<file path="src/rtl/pin_cell_pkg.sv">
package pin_cell_pkg;

    typedef enum logic [1:0] {
        CAP_COMB     = 2'b00,
        CAP_REG      = 2'b01,
        CAP_LATCH    = 2'b10,
        CAP_COMB_ALT = 2'b11
    } cap_mode_e;

    typedef enum logic [1:0] {
        DIR_IN     = 2'b00,
        DIR_OUT    = 2'b01,
        DIR_BIDI   = 2'b10,
        DIR_IN_ALT = 2'b11
    } dir_mode_e;

    typedef enum logic {
        LINE_LOW  = 1'b0,
        LINE_HIGH = 1'b1
    } line_state_e;

endpackage

</file>
<file path="src/rtl/pin_cell_cfg.sv">
module pin_cell_cfg
    import pin_cell_pkg::*;
#(
    parameter int SEL_W = 1
) (
    input  logic             clk,
    input  logic             rst_n,
    input  logic             load,
    input  logic [1:0]       cap_in,
    input  logic [1:0]       dir_in,
    input  logic             inv_in,
    input  logic [SEL_W-1:0] sel_in,
    output cap_mode_e        cap_mode,
    output dir_mode_e        dir_mode,
    output logic             invert,
    output logic [SEL_W-1:0] sel
);

    always_ff @(posedge clk or negedge rst_n) begin
        if (!rst_n) begin
            cap_mode <= CAP_COMB;
            dir_mode <= DIR_IN;
            invert   <= 1'b0;
            sel      <= '0;
        end else if (load) begin
            cap_mode <= cap_mode_e'(cap_in);
            dir_mode <= dir_mode_e'(dir_in);
            invert   <= inv_in;
            sel      <= sel_in;
        end
    end

    // without the strobe the stored configuration does not move
    a_r2_cfg_needs_load: assert property (@(posedge clk) disable iff (!rst_n)
        !load |=> ($stable(cap_mode) && $stable(dir_mode) && $stable(invert) && $stable(sel)));

endmodule

</file>
<file path="src/rtl/pin_cell_line.sv">
module pin_cell_line
    import pin_cell_pkg::*;
#(
    parameter int NCLK  = 2,
    parameter int SEL_W = 1
) (
    input  logic             clk,
    input  logic             rst_n,
    input  logic [NCLK-1:0]  io_clk,
    input  logic [SEL_W-1:0] sel,
    output logic             line_lvl,
    output logic             line_rise
);

    line_state_e state_q, state_d;

    assign line_lvl = io_clk[sel];

    always_ff @(posedge clk or negedge rst_n) begin
        if (!rst_n) state_q <= LINE_LOW;
        else        state_q <= state_d;
    end

    always_comb begin
        state_d = state_q;
        unique case (state_q)
            LINE_LOW:  if (line_lvl)  state_d = LINE_HIGH;
            LINE_HIGH: if (!line_lvl) state_d = LINE_LOW;
        endcase
    end

    always_comb begin
        line_rise = 1'b0;
        unique case (state_q)
            LINE_LOW:  line_rise = line_lvl;
            LINE_HIGH: line_rise = 1'b0;
        endcase
    end

    // a capture event is never followed directly by another
    a_r4_no_back_to_back_rise: assert property (@(posedge clk) disable iff (!rst_n)
        line_rise |=> !line_rise);

endmodule

</file>
<file path="src/rtl/pin_cell_capture.sv">
module pin_cell_capture
    import pin_cell_pkg::*;
(
    input  logic      clk,
    input  logic      rst_n,
    input  cap_mode_e cap_mode,
    input  logic      line_lvl,
    input  logic      line_rise,
    input  logic      src,
    output logic      core_i
);

    logic hold_q;

    always_ff @(posedge clk or negedge rst_n) begin
        if (!rst_n) begin
            hold_q <= 1'b0;
        end else begin
            unique case (cap_mode)
                CAP_REG:   if (line_rise) hold_q <= src;
                CAP_LATCH: if (line_lvl)  hold_q <= src;
                CAP_COMB, CAP_COMB_ALT: hold_q <= hold_q;
            endcase
        end
    end

    always_comb begin
        core_i = src;
        unique case (cap_mode)
            CAP_COMB, CAP_COMB_ALT: core_i = src;
            CAP_REG:                core_i = hold_q;
            CAP_LATCH:              core_i = line_lvl ? src : hold_q;
        endcase
    end

    // in registered mode the stored bit moves only on a capture event
    a_r4_reg_holds: assert property (@(posedge clk) disable iff (!rst_n)
        (cap_mode == CAP_REG && !line_rise) |=> $stable(hold_q));

    // with the line low the latch keeps its value
    a_r5_latch_holds: assert property (@(posedge clk) disable iff (!rst_n)
        (cap_mode == CAP_LATCH && !line_lvl) |=> $stable(hold_q));

    // reset leaves the stored bit cleared
    a_r11_reset_clears: assert property (@(posedge clk)
        !rst_n |=> (hold_q == 1'b0));

endmodule

</file>
<file path="src/rtl/pin_cell_drive.sv">
module pin_cell_drive
    import pin_cell_pkg::*;
(
    input  dir_mode_e dir_mode,
    input  logic      invert,
    input  logic      core_o,
    input  logic      core_oe,
    input  logic      pad_i,
    output logic      pad_o,
    output logic      pad_oe,
    output logic      src
);

    logic drv;

    always_comb begin
        drv    = core_o ^ invert;
        pad_oe = 1'b0;
        src    = pad_i;
        unique case (dir_mode)
            DIR_IN, DIR_IN_ALT: begin
                pad_oe = 1'b0;
                src    = pad_i;
            end
            DIR_OUT: begin
                pad_oe = 1'b1;
                src    = drv;
            end
            DIR_BIDI: begin
                pad_oe = core_oe;
                src    = pad_i;
            end
        endcase
    end

    assign pad_o = drv;

endmodule

</file>
<file path="src/rtl/pin_cell.sv">
module pin_cell
    import pin_cell_pkg::*;
#(
    parameter int NCLK  = 2,
    localparam int SEL_W = (NCLK > 1) ? $clog2(NCLK) : 1
) (
    input  logic             clk,
    input  logic             rst_n,
    input  logic [NCLK-1:0]  io_clk,
    input  logic             cfg_load,
    input  logic [1:0]       cfg_cap_mode,
    input  logic [1:0]       cfg_dir,
    input  logic             cfg_invert,
    input  logic [SEL_W-1:0] cfg_clk_sel,
    input  logic             core_o,
    input  logic             core_oe,
    output logic             core_i,
    input  logic             pad_i,
    output logic             pad_o,
    output logic             pad_oe
);

    cap_mode_e        cap_mode;
    dir_mode_e        dir_mode;
    logic             invert;
    logic [SEL_W-1:0] sel;
    logic             line_lvl;
    logic             line_rise;
    logic             src;

    pin_cell_cfg #(.SEL_W(SEL_W)) u_cfg (
        .clk      (clk),
        .rst_n    (rst_n),
        .load     (cfg_load),
        .cap_in   (cfg_cap_mode),
        .dir_in   (cfg_dir),
        .inv_in   (cfg_invert),
        .sel_in   (cfg_clk_sel),
        .cap_mode (cap_mode),
        .dir_mode (dir_mode),
        .invert   (invert),
        .sel      (sel)
    );

    pin_cell_line #(.NCLK(NCLK), .SEL_W(SEL_W)) u_line (
        .clk       (clk),
        .rst_n     (rst_n),
        .io_clk    (io_clk),
        .sel       (sel),
        .line_lvl  (line_lvl),
        .line_rise (line_rise)
    );

    pin_cell_drive u_drive (
        .dir_mode (dir_mode),
        .invert   (invert),
        .core_o   (core_o),
        .core_oe  (core_oe),
        .pad_i    (pad_i),
        .pad_o    (pad_o),
        .pad_oe   (pad_oe),
        .src      (src)
    );

    pin_cell_capture u_cap (
        .clk       (clk),
        .rst_n     (rst_n),
        .cap_mode  (cap_mode),
        .line_lvl  (line_lvl),
        .line_rise (line_rise),
        .src       (src),
        .core_i    (core_i)
    );

    // input direction never drives the pad
    a_r8_input_no_drive: assert property (@(posedge clk) disable iff (!rst_n)
        (dir_mode == DIR_IN || dir_mode == DIR_IN_ALT) |-> !pad_oe);

    // output direction always drives, and the core reads the driven value
    a_r9_output_drives: assert property (@(posedge clk) disable iff (!rst_n)
        (dir_mode == DIR_OUT) |-> pad_oe);
    a_r9_readback: assert property (@(posedge clk) disable iff (!rst_n)
        (dir_mode == DIR_OUT && (cap_mode == CAP_COMB || cap_mode == CAP_COMB_ALT))
        |-> (core_i == pad_o));

    // bidirectional enable comes from the logic block
    a_r10_bidi_enable: assert property (@(posedge clk) disable iff (!rst_n)
        (dir_mode == DIR_BIDI) |-> (pad_oe == core_oe));

    // polarity selection
    a_r7_polarity: assert property (@(posedge clk) disable iff (!rst_n)
        invert |-> (pad_o != core_o));

    // latch transparent while the line is high (pad as source)
    a_r5_latch_open: assert property (@(posedge clk) disable iff (!rst_n)
        (cap_mode == CAP_LATCH && dir_mode == DIR_BIDI && line_lvl) |-> (core_i == pad_i));

endmodule

</file>
<file path="config.mk">
export PLATFORM = sky130hd
export DESIGN_NAME = pin_cell
export DESIGN_NICKNAME = d
export VERILOG_FILES = /design/src/rtl/pin_cell_pkg.sv /design/src/rtl/pin_cell_cfg.sv /design/src/rtl/pin_cell_line.sv /design/src/rtl/pin_cell_capture.sv /design/src/rtl/pin_cell_drive.sv /design/src/rtl/pin_cell.sv
export SDC_FILE = /design/constraint.sdc
export NUM_CORES = 1
export LEC_CHECK = 0
export BUFFER_PORTS_ARGS = -buffer_cell sky130_fd_sc_hd__buf_4
export CORE_AREA = 2 2 39 41
export DETAILED_ROUTE_END_ITERATION = 12
export DIE_AREA = 0 0 41 43
export MAX_ROUTING_LAYER = met4
export PLACE_DENSITY_LB_ADDON = 0.2
export SKIP_CTS_REPAIR_TIMING = 1
export SLEW_MARGIN = 20
export SYNTH_ARGS = -nofsm -noshare
export SYNTH_HDL_FRONTEND = slang
export SYNTH_SLANG_ARGS = --single-unit
</file>
<file path="constraint.sdc">
create_clock -name clk -period 1.3 [get_ports clk]
set_clock_uncertainty 0.15 [all_clocks]
set_input_delay 0.26 -clock clk [delete_from_list [all_inputs] [get_ports clk]]
set_output_delay 0.26 -clock clk [all_outputs]
set_load 0.02 [all_outputs]
</file>
Yosys cells after proc, flatten, opt, wreduce, memory -nomap -nowiden
Cells that the tools add are included.
W data, S select, Z words.
{"block": "classes", "bitwise_logic": 3, "reduce_logical": 6, "n_lt_le_gt_ge": 1, "n_mux": 10, "eq_ne": 7}
{"cell": "$eq A2 B2 Y1 const B", "n": 4}
{"cell": "$pmux W1 S2", "n": 3}
{"cell": "$pmux W1 S3", "n": 2}
{"cell": "$mux W1", "n": 5}
{"cell": "$eq A2 B1 Y1 const B", "n": 2}
{"cell": "$logic_not A2 Y1", "n": 2}
{"cell": "$reduce_or A2 Y1", "n": 2}
{"cell": "$reduce_or A3 Y1", "n": 1}
{"cell": "$lt A1 B2 Y1 const B", "n": 1}
{"cell": "$ne A2 B2 Y1 const B", "n": 1}
{"cell": "$not A1 Y1", "n": 2}
{"cell": "$reduce_and A2 Y1", "n": 1}
{"cell": "$xor A1 B1 Y1", "n": 1}
{"block": "totals", "register_bits": 8, "input_bits": 14}

Logic depth before layout (Yosys ltp)
Gate-level depths: netlist (run 1).
{"block": "logic_depth", "ltp_word": 5, "depth_mapped": 5}

Cells and area by module
A second synthesis (run 1) with hierarchy kept.
{"block": "unflattened", "cells_unflattened": 39, "hier_area_um2": 510.5}
{"mod": "pin_cell_cfg", "cells_per_inst": 13, "area_each_um2": 251.5, "instances": 1}
{"mod": "pin_cell_capture", "cells_per_inst": 14, "area_each_um2": 127.6, "instances": 1}
{"mod": "pin_cell_drive", "cells_per_inst": 9, "area_each_um2": 77.6, "instances": 1}
{"mod": "pin_cell_line", "cells_per_inst": 3, "area_each_um2": 53.8, "instances": 1}

Worst setup path after synthesis (run 1)
No wires, ideal clock.
{"block": "synth_path", "path_type": "reg2out", "from": "register u_cfg.cap_mode[0]", "to": "output core_i", "arrival_time_ns": 1.301, "path_stages_with_launch": 4, "path_buffers": 0, "setup_slack_ns": -0.411, "path_cell_list": "dfrtp_1 -> inv_1 -> ha_1 -> o32ai_1"}
{"block": "synth_via", "elab_chain_len": 3, "elab_cells_between_ends": 6}
{"item": "start: declaration", "line_no": "pin_cell_cfg.sv:13", "rtl": "output cap_mode_e cap_mode,"}
{"item": "start signal: assignment", "line_no": "pin_cell_cfg.sv:26", "rtl": "cap_mode <= cap_mode_e'(cap_in);"}
{"item": "$eq A2 B2 Y1 or $logic_not A2 Y1 (tied branches)", "line_no": "pin_cell_capture.sv:29", "rtl": "unique case (cap_mode)"}
{"item": "$reduce_or A2 Y1", "line_no": "pin_cell_capture.sv:29"}
{"item": "$pmux W1 S3 *", "line_no": "pin_cell_capture.sv:29"}
{"item": "end: declaration", "line_no": "pin_cell.sv:17", "rtl": "output logic core_i,"}
Every way passes the cells marked *; elsewhere a longest branch is shown, timed or not.

Final worst setup path (run 1)
{"block": "layout_path", "from": "register u_cfg.sel", "to": "output core_i"}
{"block": "layout_via", "elab_chain_len": 4}
{"item": "start: declaration", "line_no": "pin_cell_cfg.sv:16", "rtl": "output logic [SEL_W-1:0] sel"}
{"item": "start signal: assignment", "line_no": "pin_cell_cfg.sv:29", "rtl": "sel <= sel_in;"}
{"item": "$mux W1 (not written as such) (2 in series)", "line_no": "pin_cell_line.sv:17", "rtl": "assign line_lvl = io_clk[sel];"}
{"item": "named net line_lvl", "line_no": "pin_cell.sv:27", "rtl": "logic line_lvl;"}
{"item": "$mux W1"}
{"item": "$pmux W1 S3", "line_no": "pin_cell_capture.sv:29"}
The timed path passes the listed nets, and every way through them passes these cells. The select of a mux whose other input is x is not followed.

==> flow_results.org, run 1 <==
** Run status
- Run status :: complete, but fails checks
- The final reports fail on setup timing.

** Routing
- For this block, the initial DRC count from the detailed router was 0.
- First-pass DRT Iterations :: 1
- DR vias/cell :: between 4 and 5
- For this run, design rule violations remaining after detail routing come to 0.
- Wire per inst :: approximately 10 um
- Vias after detailed routing :: 398
- Detailed-route wire length :: between 800 and 900 um
- Once detail routing completed, the nets flagged for antenna violations numbered 0.

** Critical path
- Capturing element type of the critical path :: output port
- CP Class :: reg -> out
- The most critical setup path has its startpoint at u_cfg.sel$_DFFE_PN0P_.
- The worst setup path is launched from a register.
- Arrival time at the worst endpoint :: about 1500 ps
- For the worst setup path, the data required time is between 800 and 900 ps.
- Along the worst path, the maximum fanout reaches 4.
- In this run the critical register-to-register path is launched from u_cfg.sel$_DFFE_PN0P_.
- Worst Reg-to-Reg Cells :: 5

** Logic synthesis
- Synthesized flop and latch total :: 8
- Synthesis warning total :: 0
- Summing every instance area after synthesis gives roughly 430 sq um.
- Post-Synth Simple-Gate Area :: 0.06105
- The average instance in the mapped netlist occupies 9.782 sq um.
- The fraction of the mapped netlist area in compound gates came to 0.1366.
- Counting distinct cell types in the post-synthesis netlist gives 12.
- Post-synthesis mux area share :: 0.09884
- Register area share after synthesis :: 0.4651
- Combinational family with the most area after synthesis :: adder cells
- Synthesis produced a netlist with a net count of 63.
- Of the total synthesized cell area, the portion taken by XOR and XNOR cells is 0.02035.
- Adder and majority gate portion of the synthesized area :: 0.1453
- Number of instances in the synthesized netlist :: between 40 and 50

** Flow run
- Count of max-cap constraint violations :: 0

** Global routing
- The first global-routing pass estimated ~1400 um of wire.
- After global routing the overflow that remains totals 0.
- Entering global routing, the biggest net connects 11 pins.
- Antenna violations before repair :: 0
- For this run, the total global-route usage over all layers was measured as 0.1230.
- Vias in the first global route :: 350

** CTS
- Num CTS Buffers :: 3
- After clock tree synthesis, the clock-pin slew on the worst setup and hold paths is 60 ps.
- TritonCTS built the clock tree.
- The tree is rooted in a clkbuf_4.
- Count of H-tree levels built during CTS :: 1
- Maximum clock path buffer count :: 2
- The clock net in this run drives a total of 8 sinks.
- Later-pin clock latency in the skew report :: 250 ps

** Timing
- Of the available clock period, the critical path in the final layout requires 1.441.
- Maximum clock frequency :: roughly 0.53 GHz
- At the pin with the least slew margin, the transition time is roughly 260 ps.
- Setup WS post-layout :: -573.0 ps
- The final hold violation count is 0.
- Setup repair after global routing missed its margin :: yes
- Setup violations remaining at the end of the flow were counted as 4.
- Min Clock Period, post-route :: 1873 ps
- Final-report max-slew violation count :: 0
- In this run the tightest slew margin relative to its limit is 0.8264.
- Hold timing on the final database bottoms out at a slack of 69.83 ps.

** Power
- Across the VDD grid, the largest voltage drop is 702.0 uV.
- Dividing total power by cell area gives a power density of 1056 nW/um^2.
- Static power due to leakage :: 0.0003707 uW
- Summing internal, switching and leakage power gives 822.2 uW.

** Finish
- Relative to the synthesized area, the layout overhead comes to 80.81%.
- The filler cells instantiated in the layout total between 100 and 150.
- Final net count :: 93
- Excluding fillers, the count of instances in the completed layout stands at between 80 and 90.
- Combined flip-flop and latch cell area :: 200.2 sq um
- In the final layout, the multi-input gates occupy 296.5 sq um.
- The number of antenna diodes in the final layout is 0.
- In the final layout, the share of cells above drive strength 1 is 0.6111.

** Die
- 17 I/O pins were placed.
- DIE WIDTH :: between 40 and 50 um
- For this configuration, the core starts out at a cell density of 0.3110.
- Core region area :: 1384 sq um
- The initialized floorplan defines 14 standard-cell rows.
- The floorplan step set the die height to 43 um.
- The die covers between 1500 and 2000 sq um.

** Min path
- Hold path cells :: 3
- In this run the worst hold path is classified as in -> reg.
- In this run the most critical hold path is launched from cfg_cap_mode[0].

** Place
- OpenSTA, run right after detailed placement, puts the worst setup slack at -357.7 ps.
- Number of port buffers :: 16
- At the end of routability-driven placement, the weighted congestion stood at 0.6506.
- Once detailed placement completed, the half-perimeter wirelength came to ~680 um.
- After detailed placement, the design holds a cell count of about 80.
## placed cells by master (no fill, tap or decap)
cell type | Yosys | final
o21ai_1 | 0 | 1
buf_6 | 0 | 4
inv_1 | 7 | 4
buf_4 | 0 | 21
inv_2 | 0 | 3
mux2_2 | 2 | 2
nor2_4 | 0 | 1
nand2_1 | 6 | 6
o21ai_0 | 6 | 5
clkbuf_4 | 0 | 3
dlygate4sd3_1 | 0 | 1
a21oi_4 | 0 | 1
a21oi_2 | 0 | 3
mux2i_2 | 0 | 1
mux2i_1 | 2 | 1
ha_4 | 0 | 3
xnor2_2 | 0 | 1
o32ai_4 | 0 | 1
dfrtp_1 | 8 | 8
ha_1 | 5 | 2
## cell families after synthesis
logic type | count (synthesis)
AO/OA/AOI/OAI | 11
buffers and inverters | 8
flip-flops | 8
AND/OR/NAND/NOR | 7
adder cells (fa/ha/maj) | 5
multiplexers | 4
XOR/XNOR | 1
## final cells by class
type                       count  area share
timing repair buffer          26      0.2733
multi-input combinational     28      0.3810
tap                           16     0.02572
sequential                     8      0.2572
clock buffer                   3     0.02894
inverter                       7     0.03376
## where the power goes
part,switching (uW),internal (uW)
Sequential,18.4,282
Combinational,147,185
Clock,83.8,106
Total,249,573
## per-layer routing
metal	global-route usage	part of all wire	wire length [um]	vias to the layer above
met5	-	0	0	-
met2	0.1656	0.47	419	12
li1	-	-	-	201
met4	0.04000	0	0	0
met1	0.1477	0.47	416	185
met3	0.07853	0.064	57	0
## flip-flops by register name, indices dropped and copies added (netlist names)
name / count
u_line.state_q: 1
u_cap.hold_q: 1
u_cfg.invert: 1
u_cfg.cap_mode: 2
u_cfg.dir_mode: 2
u_cfg.sel: 1
## worst max-delay path: stages, from the launching register on
cell and delay (ps):
dfrtp_1 370, mux2i_2 300, inv_1 110, a21oi_2 170
o32ai_4 100, buf_6 150
## per-stage QoR
step	area, sq um	setup TNS (ps)	util
floorplan	480.5	-133.7	-
global placement	660.6	-546.6	0.4774
detailed placement	660.6	-603.2	0.4774
CTS	683.2	-1460	0.4937
global route	778.2	-1468	0.5624
finish	778.2	-1200	0.5624
## cells in the mapped netlist (all sizes together)
| master | instances | share of area |
|---|---|---|
| o21ai | 6 | 0.070 |
| inv | 7 | 0.061 |
| xnor2 | 1 | 0.020 |
| nor2 | 1 | 0.0087 |
| ha | 5 | 0.15 |
| mux2 | 2 | 0.052 |
| buf | 1 | 0.012 |
| mux2i | 2 | 0.047 |
| nand2 | 6 | 0.052 |
| dfrtp | 8 | 0.47 |
| a21oi | 4 | 0.047 |
| o32ai | 1 | 0.020 |
## worst paths after layout
check,end,slack [ps]
setup / recovery,core_i,-570
hold / removal,u_cfg.cap_mode[0]$_DFFE_PN0P_,70
setup reg to reg,u_cap.hold_q$_DFFE_PN0P_,-50
hold reg to reg,u_cfg.sel$_DFFE_PN0P_,400
max in group asynchronous,u_cfg.cap_mode[0]$_DFFE_PN0P_,660
min in group asynchronous,u_cap.hold_q$_DFFE_PN0P_,200
No activity file was read; power rests on OpenSTA's default activity.
==> run 2, diff against run 1 <==
--- a/config.mk
+++ b/config.mk
@@ -10,7 +10,7 @@
 export DETAILED_ROUTE_END_ITERATION = 12
 export DIE_AREA = 0 0 41 43
 export MAX_ROUTING_LAYER = met4
-export PLACE_DENSITY_LB_ADDON = 0.2
+export PLACE_DENSITY_LB_ADDON = 0.15
 export SKIP_CTS_REPAIR_TIMING = 1
 export SLEW_MARGIN = 20
 export SYNTH_ARGS = -nofsm -noshare
==> run 2 against run 1 <==
Compared with the run above:
- the run still ends with setup timing left
- wire length increased by 5.9%
- design area shrank 0.96%
- count of clock-buffer cells in the layout unchanged
- largest cell class unchanged
- clock power is essentially flat
- via count down 0.25%
- critical path type unchanged
- power down 0.32%
- critical path depth did not move
==> flow_results.org, run 2 (same netlist as run 1, synthesis figures left out) <==
** Die
- Initial Util :: 0.3110
- 17 I/O pins were placed.
- From left edge to right edge, the die measures roughly 41 um.
- The die is around 43 um tall.
- The floorplan step defined a die boundary enclosing 1763 sq um.
- Row Count :: 14
- The core region is 1384 sq um.

** CTS
- Count of H-tree levels built during CTS :: 1
- Counting the buffers created by CTS gives 3.
- TritonCTS built the clock tree.
- After clock tree synthesis, the clock-pin slew on the worst setup and hold paths is around 50 ps.
- Maximum clock path buffer count :: 2
- For the worst-skew pair, the clock arrives at the later sink with an insertion delay of approximately 250 ps.
- Clock net sink count :: 8
- Clock tree synthesis selected as its root buffer the cell clkbuf_4.

** Critical path
- Kind of start point of the critical path :: register
- Maximum fanout along the worst path :: 4
- Endpoint required time on the critical path :: 890 ps
- For this design, the slowest cell found on the critical path is dfrtp_1.
- Traced cell by cell, the critical path runs through mux2i_4 > inv_2 > a21oi_2 > o32ai_4 > buf_6.
- CP Class :: reg -> out
- Capturing element type of the critical path :: output port
- Data on the critical path arrives at its endpoint at 1430 ps.
- On the worst path, the slowest cell contributes a delay of 410 ps.

** Timing
- Relative max-transition margin :: 0.8209
- Setup repair after global routing missed its margin :: yes
- The final hold violation count was 0.
- Final-report max-slew violation count :: 0
- Timing would allow up to 0.5422 GHz.
- Actual slew at the worst max-slew pin :: 266.8 ps
- Setup WS post-layout :: -544.3 ps
- For the finished layout, the period the worst path requires is 1844 ps.
- Setup violations, final :: 4
- Ratio of final minimum period to clock period :: 1.419
- Sum of negative setup slack :: -1144 ps

** Power
- Share of total power in sequential cells :: 0.369
- The share of total power dissipated in the clock network is 0.229.
- The share of total power dissipated in combinational logic is 0.402.
- Internal power comes to 568.1 uW.
- For this design the static power due to leakage is 0.0003609 uW.
- Worst IR drop on VDD :: between 500 and 600 uV
- Switching portion of total power :: 0.3069
- Power per cell area :: 1063 nW/um^2
- Net switching power of the design :: between 200 and 300 uW

** Finish
- After the last flow step, the layout net total stands at 91.
- Area delta synth->final :: 79.07%
- Largest registers ranked by flip-flop count :: u_cfg.cap_mode x2, u_cfg.dir_mode x2
- Once layout is done, the placed cells without fillers occupy ~770 sq um.
- Counting the fill cells in the layout gives 123.
- Ratio of cells with drive above 1 in the final layout :: 0.6143
- The repair_antennas step left the layout with diodes totalling 0.
- The library cell used most frequently in the layout, excluding fill and tap cells, is buf_4.
- Most frequent cells in the layout :: buf_4 (19), dfrtp_1 (8), nand2_1 (6)
- At the end of the flow the core is filled with cells to 0.5570.

** Global routing
- Antenna violations before repair :: 0
- Global routing finished with a remaining overflow of 0.
- Overall track demand over capacity in global routing :: 0.1280
- Entering global routing, the biggest net connects 11 pins.
- The first global-routing pass estimated ~1400 um of wire.
- The via count of the first global-routing pass came to 345.

** Routing
- In the routed design, unresolved DRC markers number 0.
- For this block, the initial DRC count from the detailed router was 4.
- The detail route stage leaves a number of antenna-violating nets equal to 0.
- After detailed routing, the number of vias per cell comes to between 4 and 5.
- First-pass DRT Iterations :: 2
- The detailed router placed between 300 and 400 vias in this run.
- Wire per inst :: approximately 11 um
- Wires add up to 945 um.

** Place
- Number of port buffers :: 16
- The placed instances occupy a cell area of around 650 sq um.
- Gpl congestion :: a little over 0.6

** Run status
- The run finished, with violations left.
- The checks that failed: setup timing.

** Flow run
- Count of max-cap constraint violations :: 0

** Min path
- The worst hold path belongs to the class in -> reg.
## run 2: changes by cell type in the layout (fill, tap and decap cells not counted)
cell	delta
buf_4	-2
inv_1	-2
a21oi_1	+1
inv_2	+1
inv_4	+1
a21oi_2	-1
mux2i_4	+1
mux2i_2	-1
## run 2: critical path: cells and delay by family, from the launching register on
family	cells	cell delay, ps
buffers and inverters	2	210
DFF	1	410
AOI/OAI and AO/OA	2	260
muxes	1	300
## run 2: through the flow
stage | instances | hold slack (ps) | setup WS (ps) | power, uW
3_3_place_gp | 80 | -62.85 | -289.3 | 570.5
4_1_cts | 83 | -334.7 | -611.0 | 771.0
6_report | 86 | 64.51 | -544.3 | 819.6
2_1_floorplan | 44 | -185.6 | -133.7 | 468.7
3_5_place_dp | 80 | -61.24 | -335.7 | 575.8
5_1_grt | 86 | 77.91 | -609.0 | 877.0
## run 2: metal layers
layer  up-vias  GRT usage  share of wire
li1        197          -              -
met4         0    0.02000              0
met2        11     0.2000           0.52
met1       189     0.1367           0.42
met3         0    0.07853          0.057
met5         -          -              0
## run 2: power by group through the flow
| stage | registers, uW | logic [uW] | clock network, uW |
|---|---|---|---|
| after global routing | 307 | 361 | 209 |
| final | 302 | 330 | 188 |
| after global placement | 302 | 268 | 0 |
| after CTS | 300 | 273 | 198 |
| after floorplan | 300 | 169 | 0 |
| after detailed placement | 304 | 271 | 0 |
## run 2: layout make-up
type                            count  area, sq um  area share
Multi-Input combinational cell     28        301.5      0.3912
Timing Repair Buffer               24        197.7      0.2565
Tap cell                           16        20.02     0.02597
Inverter                            7        28.78     0.03734
Sequential cell                     8        200.2      0.2597
Clock buffer                        3        22.52     0.02922
## run 2: path summary, 6_finish.rpt
| path | slack (ps) | cells after the start | to | startpoint |
|---|---|---|---|---|
| max | -540 | 5 | core_i | u_cfg.sel$_DFFE_PN0P_ |
| min | 60 | 3 | u_cfg.cap_mode[0]$_DFFE_PN0P_ | cfg_cap_mode[0] |
| max reg2reg | -40 | 4 | u_cap.hold_q$_DFFE_PN0P_ | u_cfg.sel$_DFFE_PN0P_ |
| min reg2reg | 420 | 1 | u_cfg.invert$_DFFE_PN0P_ | u_cfg.invert$_DFFE_PN0P_ |
| max in group asynchronous | 640 | 2 | u_cfg.invert$_DFFE_PN0P_ | rst_n |
| min in group asynchronous | 220 | 2 | u_line.state_q$_DFF_PN0_ | rst_n |
